[config.mk]
export PLATFORM = sky130hd
export DESIGN_NAME = lbu_unit
export DESIGN_NICKNAME = d
export VERILOG_FILES = /design/src/rtl/lbu_pkg.sv /design/src/rtl/lbu_agen.sv /design/src/rtl/lbu_fault_chk.sv /design/src/rtl/lbu_result.sv /design/src/rtl/lbu_pipe.sv /design/src/rtl/lbu_unit.sv
export SDC_FILE = /design/constraint.sdc
export NUM_CORES = 1
export LEC_CHECK = 0
export ABC_CLOCK_PERIOD_IN_PS = 6750
export BUFFER_PORTS_ARGS = -buffer_cell sky130_fd_sc_hd__buf_4
export CAP_MARGIN = 20
export CORE_ASPECT_RATIO = 0.6
export CORE_MARGIN = 2
export CORE_UTILIZATION = 25
export CTS_BUF_LIST = sky130_fd_sc_hd__clkbuf_4 sky130_fd_sc_hd__clkbuf_8
export CTS_CLUSTER_SIZE = 20
export DETAILED_ROUTE_END_ITERATION = 6
export PLACE_DENSITY_LB_ADDON = 0.15
export SETUP_SLACK_MARGIN = 0.4
export SLEW_MARGIN = 15
export SYNTH_ARGS = -nofsm -noshare
export SYNTH_HDL_FRONTEND = slang
export SYNTH_SLANG_ARGS = --single-unit
[constraint.sdc]
create_clock -name clk -period 6.75 [get_ports clk]
set_input_delay 1.0125 -clock clk [delete_from_list [all_inputs] [get_ports clk]]
set_output_delay 1.0125 -clock clk [all_outputs]
set_load 0.01 [all_outputs]
[src/rtl/lbu_pkg.sv]
package lbu_pkg;

  localparam logic [4:0] EC_XLATE_MISS = 5'b10010;
  localparam logic [4:0] EC_ZONE_DENY  = 5'b10000;

  typedef enum logic [1:0] {
    FLT_NONE  = 2'd0,
    FLT_MISS  = 2'd1,
    FLT_ZONE  = 2'd2
  } fault_e;

endpackage

[src/rtl/lbu_agen.sv]
module lbu_agen #(
  parameter int DW = 32,
  parameter int IW = 16
) (
  input  logic [DW-1:0] base,
  input  logic [IW-1:0] imm,
  output logic [DW-1:0] addr
);
  localparam int EXT = DW - IW;

  logic [DW-1:0] imm_sx;

  generate
    if (EXT > 0) begin : g_ext
      assign imm_sx = {{EXT{imm[IW-1]}}, imm};
    end else begin : g_trunc
      assign imm_sx = imm[DW-1:0];
    end
  endgenerate

  assign addr = base + imm_sx;
endmodule

[src/rtl/lbu_fault_chk.sv]
module lbu_fault_chk
  import lbu_pkg::*;
(
  input  logic   um,
  input  logic   vm,
  input  logic   tlb_hit,
  input  logic   zone_block,
  output fault_e fault
);
  always_comb begin
    if (vm && !tlb_hit)                fault = FLT_MISS;
    else if (um && vm && zone_block)   fault = FLT_ZONE;
    else                               fault = FLT_NONE;
  end
endmodule

[src/rtl/lbu_result.sv]
module lbu_result
  import lbu_pkg::*;
#(
  parameter int DW = 32
) (
  input  logic          fire,
  input  fault_e        fault,
  input  logic          um,
  input  logic          vm,
  input  logic [7:0]    mem_byte,
  output logic          rd_we,
  output logic [DW-1:0] rd_data,
  output logic          msr_we,
  output logic          um_n,
  output logic          vm_n,
  output logic          ums_n,
  output logic          vms_n,
  output logic          esr_we,
  output logic [4:0]    ec,
  output logic          s_bit,
  output logic          diz_we,
  output logic          diz
);
  always_comb begin
    rd_we   = 1'b0;
    rd_data = '0;
    msr_we  = 1'b0;
    um_n    = 1'b0;
    vm_n    = 1'b0;
    ums_n   = 1'b0;
    vms_n   = 1'b0;
    esr_we  = 1'b0;
    ec      = '0;
    s_bit   = 1'b0;
    diz_we  = 1'b0;
    diz     = 1'b0;
    if (fire) begin
      if (fault == FLT_NONE) begin
        rd_we   = 1'b1;
        rd_data = DW'(mem_byte);
      end else begin
        msr_we = 1'b1;
        ums_n  = um;
        vms_n  = vm;
        esr_we = 1'b1;
        ec     = (fault == FLT_MISS) ? EC_XLATE_MISS : EC_ZONE_DENY;
        diz_we = (fault == FLT_ZONE);
        diz    = (fault == FLT_ZONE);
      end
    end
  end
endmodule

[src/rtl/lbu_pipe.sv]
module lbu_pipe #(
  parameter int W      = 8,
  parameter int STAGES = 1
) (
  input  logic         clk,
  input  logic         rst_n,
  input  logic [W-1:0] d,
  output logic [W-1:0] q
);
  logic [W-1:0] stg [STAGES];

  always_ff @(posedge clk) begin
    if (!rst_n) begin
      for (int i = 0; i < STAGES; i++) stg[i] <= '0;
    end else begin
      stg[0] <= d;
      for (int i = 1; i < STAGES; i++) stg[i] <= stg[i-1];
    end
  end

  assign q = stg[STAGES-1];
endmodule

[src/rtl/lbu_unit.sv]
module lbu_unit
  import lbu_pkg::*;
#(
  parameter int DW       = 32,
  parameter int IW       = 16,
  parameter int AREA_OPT = 0
) (
  input  logic          clk,
  input  logic          rst_n,
  input  logic          start,
  input  logic [DW-1:0] base,
  input  logic [IW-1:0] imm,
  input  logic          um,
  input  logic          vm,
  output logic [DW-1:0] eff_addr,
  input  logic          tlb_hit,
  input  logic          zone_block,
  output logic          mem_re,
  input  logic [7:0]    mem_rdata,
  output logic          done,
  output logic          rd_we,
  output logic [DW-1:0] rd_data,
  output logic          msr_we,
  output logic          msr_um,
  output logic          msr_vm,
  output logic          msr_ums,
  output logic          msr_vms,
  output logic          esr_we,
  output logic [4:0]    esr_ec,
  output logic          esr_s,
  output logic          diz_we,
  output logic          esr_diz
);
  localparam int STAGES = (AREA_OPT == 1) ? 2 : 1;
  localparam int RW     = DW + 16;

  fault_e        fault;
  logic          c_rd_we, c_msr_we, c_um, c_vm, c_ums, c_vms;
  logic          c_esr_we, c_s, c_diz_we, c_diz;
  logic [DW-1:0] c_rd_data;
  logic [4:0]    c_ec;
  logic [RW-1:0] res_d, res_q;

  lbu_agen #(.DW(DW), .IW(IW)) agen_i (
    .base (base),
    .imm  (imm),
    .addr (eff_addr)
  );

  lbu_fault_chk fchk_i (
    .um         (um),
    .vm         (vm),
    .tlb_hit    (tlb_hit),
    .zone_block (zone_block),
    .fault      (fault)
  );

  assign mem_re = start && (fault == FLT_NONE);

  lbu_result #(.DW(DW)) res_i (
    .fire     (start),
    .fault    (fault),
    .um       (um),
    .vm       (vm),
    .mem_byte (mem_rdata),
    .rd_we    (c_rd_we),
    .rd_data  (c_rd_data),
    .msr_we   (c_msr_we),
    .um_n     (c_um),
    .vm_n     (c_vm),
    .ums_n    (c_ums),
    .vms_n    (c_vms),
    .esr_we   (c_esr_we),
    .ec       (c_ec),
    .s_bit    (c_s),
    .diz_we   (c_diz_we),
    .diz      (c_diz)
  );

  assign res_d = {start, c_rd_we, c_rd_data, c_msr_we, c_um, c_vm, c_ums, c_vms,
                  c_esr_we, c_ec, c_s, c_diz_we, c_diz};

  lbu_pipe #(.W(RW), .STAGES(STAGES)) pipe_i (
    .clk   (clk),
    .rst_n (rst_n),
    .d     (res_d),
    .q     (res_q)
  );

  assign {done, rd_we, rd_data, msr_we, msr_um, msr_vm, msr_ums, msr_vms,
          esr_we, esr_ec, esr_s, diz_we, esr_diz} = res_q;
endmodule

==> impl_metrics.json <==
{
  "end_kind": "primary output",
  "cts.sinks": 16,
  "worstPathRequired_ns": 5.74,
  "yosysWarnings": 0,
  "period_share_pct": 65.8,
  "cp-start-kind": "input port",
  "p_clk_share_pct": 16.0,
  "port_buffers": 113,
  "fin_tns_setup_ns": 0,
  "die_y_um": 81.7,
  "drt_wl_total_um": 7600,
  "core_um2": 9810,
  "crit_type": "in -> out",
  "cts_resized": 0,
  "final_cells": 563,
  "grt_first_pass_wirelength_um": 11600,
  "slew_headroom_pct": 62.3,
  "reg_top3": "pipe_i.stg: 16 flops",
  "place_ws_ns": 2.34,
  "min_period_ns": 4.44,
  "cts_buffers": 3,
  "dieWidth_um": 133,
  "wire_per_inst_um": 13.5,
  "seqPwrFrac_pct": 19.1,
  "synth-edff-count": 0,
  "cp_max_fo": 5,
  "syn_inst": 320,
  "irDropWorstVdd_mv": 0.0772,
  "drtIter0Drc": 155,
  "regMostFlops": "pipe_i.stg",
  "h-tree-depth": 1,
  "crit_buf_inv": 2,
  "max_freq_ghz": 0.225,
  "switching_share_pct": 40.2,
  "total_leakage_power_nw": 1.64,
  "track_usage_pct": 13.1,
  "hpwl_um": 6560,
  "hold_ws_ns": 0.964,
  "final_cell_mix": "buf_4 (113), a21oi_1 (31), nand2_1 (31), ha_1 (31), conb_1 (30)",
  "cts_setup_buffers": 0,
  "grt_pass1_vias": 2229,
  "root_buffer": "clkbuf_8",
  "drc": 0,
  "syn_avg_cell_area_um2": 7.85,
  "power.density_nw_per_um2": 151,
  "worst_pin_slew_ns": 0.564,
  "largest_register_ffs": 16,
  "ctsHoldBuffers": 0,
  "p_sw_mw": 0.207,
  "antenna_found_initial": 0,
  "maxCapViolCount": 0,
  "vias": 2553,
  "path_cells": "buf_4, ha_1, fa_1, a21o_1, a211o_1, a211o_1, a21boi_4, o21ai_1, a21oi_1, xnor2_1, buf_4",
  "slowest_stage": "fa_1",
  "synth_cell_types": 60,
  "final_common_cell": "buf_4",
  "comb_power_share_pct": 64.9,
  "gp_congestion": 0.845,
  "synth_ff_type": "dfxtp_1",
  "p_int_mw": 0.309,
  "setup_ws_ns": 2.31,
  "cts_tree": "yes",
  "grt_max_degree": 18,
  "synthesis.area_um2": 2510,
  "routed_via_density": 4.53,
  "drive_gt1_share_pct": 32.5,
  "rsz0062_at_grt": "no",
  "fin_nets": 524,
  "overflow": 0,
  "yosysSeqAreaShare_pct": 12.7,
  "slew_violations": 0,
  "dieArea_um2": 10900,
  "firstDrtPassIters": 5,
  "crit_family": "compound AO/OA/AOI/OAI gates",
  "slowest_delay_ns": 0.41,
  "clk_pin_slew_ns": 0.06,
  "dp_cells": 559,
  "final_antenna_net_count": 0,
  "ys_async_sr_fraction_pct": 0,
  "min_path_type": "in -> reg",
  "core.rowCount": 28,
  "hold_viol": 0,
  "crit_arrival_ns": 3.43,
  "area_growth_pct": 36.3,
  "cts_max_path_buffers": 2,
  "setup_viol": 0,
  "final_util_pct": 34.9,
  "ios": 144,
  "antennaDiodeCount": 0,
  "start_util_pct": 25.6,
  "status": "finished clean",
  "ys_ff_latch": 16
}
power groups by stage:
stage               sequential, mW  combinational, mW  clock [mW]
global placement             0.101              0.337           0
floorplan                    0.102              0.208           0
finish                      0.0987              0.335      0.0827
CTS                         0.0987              0.337      0.0863
detailed placement           0.101              0.336           0
global route                0.0990              0.368      0.0894
cell families (layout without fill, tap and decap cells):
family / Yosys count / count (layout) / synth area share [%]
XOR/XNOR: 29 / 29 / 10.1
AO/OA/AOI/OAI: 99 / 99 / 29.0
adder cells (fa/ha/maj): 32 / 32 / 16.2
other: 1 / 30 / 0.149
AND/OR/NAND/NOR: 97 / 97 / 19.3
multiplexers: 2 / 2 / 0.797
flip-flops: 16 / 16 / 12.7
buffers and inverters: 44 / 123 / 11.7
final timing paths:
kind	slack [ns]	depth (start not counted)	startpoint	end
worst min-delay path	0.96	2	tlb_hit	pipe_i.stg[0][3]
worst max-delay path	2.31	11	base[0]	eff_addr[24]
routing by layer:
layer | up-vias | wire length (um) | global-route usage, % | part of all wire [%]
met5 | - | 0 | 0 | 0
met4 | 0 | 5 | 0.638 | 0.066
met3 | 2 | 604 | 2.41 | 7.9
met2 | 108 | 2770 | 16.8 | 36
met1 | 1127 | 4230 | 22.1 | 56
li1 | 1316 | - | - | -
metrics by stage:
| stage | cell area, um2 | power, mW |
|---|---|---|
| final | 3420 | 0.516 |
| after global routing | 3420 | 0.556 |
| after CTS | 3420 | 0.522 |
| after detailed placement | 3370 | 0.437 |
| after global placement | 3370 | 0.438 |
| after floorplan | 2620 | 0.311 |
cells in the mapped netlist, types with 4 or more instances:
library cell | number | area, um2
a21oi_2 | 4 | 35.0
o211ai_1 | 4 | 30.0
a21o_1 | 11 | 82.6
nand2_1 | 31 | 116
inv_1 | 6 | 22.5
nor2_1 | 18 | 67.6
xnor2_1 | 18 | 158
o21ai_0 | 7 | 35.0
nor3_1 | 10 | 50.1
a21oi_1 | 31 | 155
and2_1 | 13 | 81.3
o21a_1 | 4 | 30.0
dfxtp_1 | 16 | 320
xor2_1 | 11 | 96.3
nand3_1 | 8 | 40.0
ha_1 | 31 | 388
buf_4 | 33 | 248
layout make-up:
class	instances	area, um2
Clock buffer	4	55.1
Fill cell	1074	6390
Inverter	6	22.5
Multi-Input combinational cell	289	2010
Sequential cell	16	320
Tap cell	135	169
Timing Repair Buffer	113	848
No activity file was read; power rests on OpenSTA's default activity.
